### src/rtl/soc_arb_pkg.sv
package soc_arb_pkg;
    localparam int NUM_SLOTS = 16;
    localparam int SLOT_W    = $clog2(NUM_SLOTS);
    localparam int CNT_W     = $clog2(NUM_SLOTS + 1);

    typedef enum logic {
        ST_IDLE = 1'b0,
        ST_CONV = 1'b1
    } arb_state_e;
endpackage

### src/rtl/soc_pend_bank.sv
module soc_pend_bank #(
    parameter int N      = 16,
    parameter int SLOT_W = $clog2(N),
    parameter int CNT_W  = $clog2(N + 1)
) (
    input  logic              clk,
    input  logic              rst_n,
    input  logic [N-1:0]      trig,
    input  logic [CNT_W-1:0]  hi_count,
    input  logic              clr_en,
    input  logic [SLOT_W-1:0] clr_idx,
    output logic              hi_any,
    output logic [SLOT_W-1:0] hi_idx,
    output logic              merge_hit
);
    logic [N-1:0] pend_q;
    logic [N-1:0] hit;

    for (genvar i = 0; i < N; i++) begin : g_slot
        localparam logic [CNT_W-1:0]  IDX_C = CNT_W'(i);
        localparam logic [SLOT_W-1:0] IDX_S = SLOT_W'(i);
        logic is_hi, set_i, clr_i;
        assign is_hi  = IDX_C < hi_count;
        assign set_i  = trig[i] & is_hi;
        assign clr_i  = clr_en & (clr_idx == IDX_S);
        assign hit[i] = set_i & pend_q[i] & ~clr_i;
        always_ff @(posedge clk) begin
            if (!rst_n) pend_q[i] <= 1'b0;
            else        pend_q[i] <= (pend_q[i] & ~clr_i) | set_i;
        end
    end

    // lowest pending index wins
    always_comb begin
        hi_any = 1'b0;
        hi_idx = '0;
        for (int k = N - 1; k >= 0; k--) begin
            if (pend_q[k]) begin
                hi_any = 1'b1;
                hi_idx = SLOT_W'(k);
            end
        end
    end

    assign merge_hit = |hit;
endmodule

### src/rtl/soc_burst_seq.sv
module soc_burst_seq #(
    parameter int N      = 16,
    parameter int SLOT_W = $clog2(N),
    parameter int CNT_W  = $clog2(N + 1)
) (
    input  logic              clk,
    input  logic              rst_n,
    input  logic              burst_trig,
    input  logic [CNT_W-1:0]  hi_count,
    input  logic [SLOT_W-1:0] burst_size,
    input  logic              take,
    output logic              owed,
    output logic [SLOT_W-1:0] cur_slot,
    output logic              merge_hit
);
    localparam logic [SLOT_W-1:0] LAST = SLOT_W'(N - 1);

    logic [SLOT_W-1:0] ptr_q;
    logic [CNT_W-1:0]  rem_q;
    logic              enabled;
    logic [SLOT_W-1:0] base;
    logic [CNT_W-1:0]  size_eff;

    assign enabled   = hi_count < CNT_W'(N);
    assign base      = hi_count[SLOT_W-1:0];
    assign size_eff  = (burst_size == '0) ? CNT_W'(1) : CNT_W'(burst_size);
    assign cur_slot  = (ptr_q < base) ? base : ptr_q;
    assign owed      = enabled & (rem_q != '0);
    assign merge_hit = burst_trig & enabled & (rem_q != '0);

    always_ff @(posedge clk) begin
        if (!rst_n) begin
            ptr_q <= '0;
            rem_q <= '0;
        end else begin
            if (burst_trig && enabled && rem_q == '0) begin
                rem_q <= size_eff;
            end else if (take) begin
                rem_q <= rem_q - 1'b1;
            end
            if (take) begin
                ptr_q <= (cur_slot == LAST) ? base : cur_slot + 1'b1;
            end
        end
    end
endmodule

### src/rtl/soc_arbiter.sv
module soc_arbiter
    import soc_arb_pkg::*;
#(
    parameter int N      = NUM_SLOTS,
    parameter int SW     = $clog2(N),
    parameter int CW     = $clog2(N + 1)
) (
    input  logic          clk,
    input  logic          rst_n,
    input  logic [N-1:0]  slot_trig,
    input  logic          burst_trig,
    input  logic [CW-1:0] hi_count,
    input  logic [SW-1:0] burst_size,
    input  logic          conv_done,
    output logic          start,
    output logic [SW-1:0] issue_slot,
    output logic          busy,
    output logic          overflow
);
    arb_state_e    state_q, state_nx;
    logic          hi_any, b_owed, grant, take_hi, take_burst;
    logic [SW-1:0] hi_idx, b_slot;
    logic          hi_merge, b_merge;
    logic          start_q, ovf_q;
    logic [SW-1:0] slot_q;

    soc_pend_bank #(.N(N), .SLOT_W(SW), .CNT_W(CW)) u_pend (
        .clk       (clk),
        .rst_n     (rst_n),
        .trig      (slot_trig),
        .hi_count  (hi_count),
        .clr_en    (take_hi),
        .clr_idx   (hi_idx),
        .hi_any    (hi_any),
        .hi_idx    (hi_idx),
        .merge_hit (hi_merge)
    );

    soc_burst_seq #(.N(N), .SLOT_W(SW), .CNT_W(CW)) u_burst (
        .clk        (clk),
        .rst_n      (rst_n),
        .burst_trig (burst_trig),
        .hi_count   (hi_count),
        .burst_size (burst_size),
        .take       (take_burst),
        .owed       (b_owed),
        .cur_slot   (b_slot),
        .merge_hit  (b_merge)
    );

    assign grant      = (state_q == ST_IDLE) & (hi_any | b_owed);
    assign take_hi    = grant & hi_any;
    assign take_burst = grant & ~hi_any;

    always_comb begin
        state_nx = state_q;
        unique case (state_q)
            ST_IDLE: if (hi_any || b_owed) state_nx = ST_CONV;
            ST_CONV: if (conv_done)        state_nx = ST_IDLE;
        endcase
    end

    always_ff @(posedge clk) begin
        if (!rst_n) state_q <= ST_IDLE;
        else        state_q <= state_nx;
    end

    always_ff @(posedge clk) begin
        if (!rst_n) begin
            start_q <= 1'b0;
            slot_q  <= '0;
            ovf_q   <= 1'b0;
        end else begin
            start_q <= grant;
            if (grant) slot_q <= hi_any ? hi_idx : b_slot;
            ovf_q   <= ovf_q | hi_merge | b_merge;
        end
    end

    assign start      = start_q;
    assign issue_slot = slot_q;
    assign busy       = (state_q == ST_CONV);
    assign overflow   = ovf_q;
endmodule

### config.mk
export PLATFORM = sky130hd
export DESIGN_NAME = soc_arbiter
export DESIGN_NICKNAME = d
export VERILOG_FILES = /design/src/rtl/soc_arb_pkg.sv /design/src/rtl/soc_pend_bank.sv /design/src/rtl/soc_burst_seq.sv /design/src/rtl/soc_arbiter.sv
export SDC_FILE = /design/constraint.sdc
export NUM_CORES = 1
export LEC_CHECK = 0
export ABC_AREA = 0
export CAP_MARGIN = 20
export CORE_MARGIN = 2
export CORE_UTILIZATION = 25
export DETAILED_ROUTE_END_ITERATION = 7
export DONT_BUFFER_PORTS = 1
export GPL_TIMING_DRIVEN = 0
export MAX_ROUTING_LAYER = met4
export SYNTH_ARGS = -nofsm -noshare
export SYNTH_HDL_FRONTEND = slang
export SYNTH_SLANG_ARGS = --single-unit
### constraint.sdc
create_clock -name clk -period 7.9 [get_ports clk]
set_clock_uncertainty 0.15 [all_clocks]
set_input_delay 0.79 -clock clk [delete_from_list [all_inputs] [get_ports clk]]
set_output_delay 0.79 -clock clk [all_outputs]
set_load 0.05 [all_outputs]
==> impl_metrics.ini <==
[clock_tree]
clkTransAtPathRegs_ns = 0.07
cts_tree = done
htreeDepth = 2
clkLatencyLatePin_ns = 0.28
clk_path_buf_depth = 2
post_cts_buffers = 0
ctsResizeCount = 0
hold_buffers = 0
cts_sinks = 32
cts_buffers = 5
cts-root-buf = clkbuf_8

[synth]
muxShareOfSynthArea = 0.02800
postSynthCellCount = 284
synthSimpleGateAreaFrac = 0.2727
synth_top_family_by_area = compound AO/OA/AOI/OAI gates
synth.net_count = 319
synth-compound-area-share = 0.3130
ys_seq_area_frac = 0.2867
ys_types = 70
yosys_warnings = 0
syn_area_um2 = 2235
synthArstFlopShare = 0
synth-xor-area-share = 0.007839
postSynthAreaPerCell_um2 = 7.868
synth_seq_cells = 32
synth-main-ff-cell = dfxtp_1
synth_edf_count = 0
synth_fa_ha_area_frac = 0.03359

[finish]
fillCellCount = 964
areaGrowthSynthToFinish_pct = 10.97
layout.cells.non_filler = 401
final_cell_area_um2 = 2480
final_common_cell = dfxtp_1
final_cell_mix = dfxtp_1 (32), nand2_1 (28), nor2_1 (27), a21oi_1 (26), o21ai_0 (23)
layout-drive-gt1-share = 0.1096
final_util = 0.2858
final_nets = 326

[critical_path]
worstSetupStartpointType = input pin
cp.arrival_ns = 3.83
cp.required_ns = 7.98
crit_path_end_kind = flop
worst-setup-path-type = input pin to flop
cp_max_fo = 9

[global_routing]
antenna_found_initial = 0
globalRouteTotalUtil = 0.1399
grt_pass1_vias = 2075
grt_max_degree = 11
grt-ovfl-total = 0
grt_pass1_wl_um = 10610

[sta]
worst_pin_slew_ns = 0.6685
rsz0062_at_grt = false
drv_slew = 0
timing.hold.ws_ns = 0.2891
relSlewSlack = 0.5544
layout_setup_ws_ns = 4.156
hold_violations = 0
fmax_ghz = 0.2671
timing.final.crit_share = 0.4739
tns_ns = 0
setup_viol = 0
layout_min_cycle_time_ns = 3.744

[place]
place_congestion = 0.9096
hpwl_um = 5150
post_dp_cell_area_um2 = 2370
detailedPlace.worstSlack_ns = 3.866
dp.cells = 392
io_buffers = 0

[route]
wirelength_um = 6556
vias = 2169
vias_per_cell = 5.409
wl_per_cell_um = 16.35
drc = 0
ant_nets = 0
initialDrtViolationCount = 163
firstDrtPassIters = 4

[worst_hold_path]
hold_class = flop to flop

[run]
drv_cap = 0

[status]
status = completed

[power]
p_leak_nw = 0.9076
vdd_ir_drop_max_mv = 0.1152
power_density_nw_per_um2 = 184.9
power_mw = 0.4584

[floorplan]
rows = 34
die_h_um = 98.55
die_w_um = 98.55
start_util = 0.2575
core_area_um2 = 8678
io_pins = 36
dieArea_um2 = 9711
-- synth_stat cells (5+ instances only) --
master	count	area, um2
a31oi_1	5	31.28
a21oi_1	26	130.1
nor3_1	5	25.02
ha_1	6	75.07
inv_1	13	48.80
clkbuf_1	8	30.03
o31ai_1	5	37.54
o211ai_1	6	45.04
nand2_1	28	105.1
nand3_1	6	30.03
dfxtp_1	32	640.6
o21ai_0	23	115.1
and3_1	5	31.28
nor2_1	27	101.4
-- area by class of cell --
type                            count  area [um2]  area share
Multi-Input combinational cell    224        1464      0.5903
Sequential cell                    32       640.6      0.2583
Tap cell                          108       135.1     0.05449
Buffer                             14       77.57     0.03128
Clock buffer                        6       72.57     0.02926
Inverter                           14       52.55     0.02119
Clock inverter                      2       35.03     0.01413
Antenna cell                        1       2.502    0.001009
-- layer usage --
| metal | vias up | global-route usage | share of wire |
|---|---|---|---|
| met3 | 8 | 0.03121 | 0.087 |
| li1 | 1067 | - | - |
| met2 | 78 | 0.2057 | 0.44 |
| met4 | 0 | 0.02950 | 0.013 |
| met1 | 1016 | 0.1973 | 0.46 |
| met5 | - | - | 0 |
-- kinds of logic (layout without fill, tap and decap cells) --
group                      Yosys count  in the layout
muxes                                6              6
other                                0              1
adders and majority gates            6              6
DFF                                 32             32
and+or+nand+nor                    107            107
xor gates and xnor gates             2              2
AOI/OAI and AO/OA                  103            103
buffers and inverters               28             36
-- state kept, by name, summed over array words and instances (netlist names) --
signal         count
u_pend.pend_q     16
issue_slot         4
u_burst.ptr_q      4
u_burst.rem_q      5
overflow           1
start              1
busy               1
-- worst paths after layout --
kind / end / startpoint / slack, ns / cells past startpoint
setup / recovery: u_burst.ptr_q[0] / hi_count[1] / 4.16 / 13
hold / removal: u_burst.rem_q[4] / u_burst.rem_q[4] / 0.29 / 2
hold reg to reg: u_burst.rem_q[4] / u_burst.rem_q[4] / 0.29 / 2
setup reg to reg: u_burst.ptr_q[0] / u_burst.ptr_q[1] / 4.72 / 11
-- critical path: stages --
cell,delay (ns)
clkbuf_1,0.33
inv_1,0.14
ha_1,0.32
a21o_1,0.17
a21o_1,0.21
a21oi_2,0.31
mux2_2,0.40
ha_1,0.22
nor2b_1,0.15
nand2_1,0.09
mux2i_1,0.13
a2111oi_0,0.39
o31a_1,0.18
-- report_power, final --
part	internal [mW]	switching (mW)	leakage [nW]
registers	0.173	0.0236	0.264
clock network	0.0936	0.0637	0.0552
logic	0.0406	0.0644	0.588
total	0.307	0.152	0.908
Note: power is estimated with default switching activity, not from simulation.
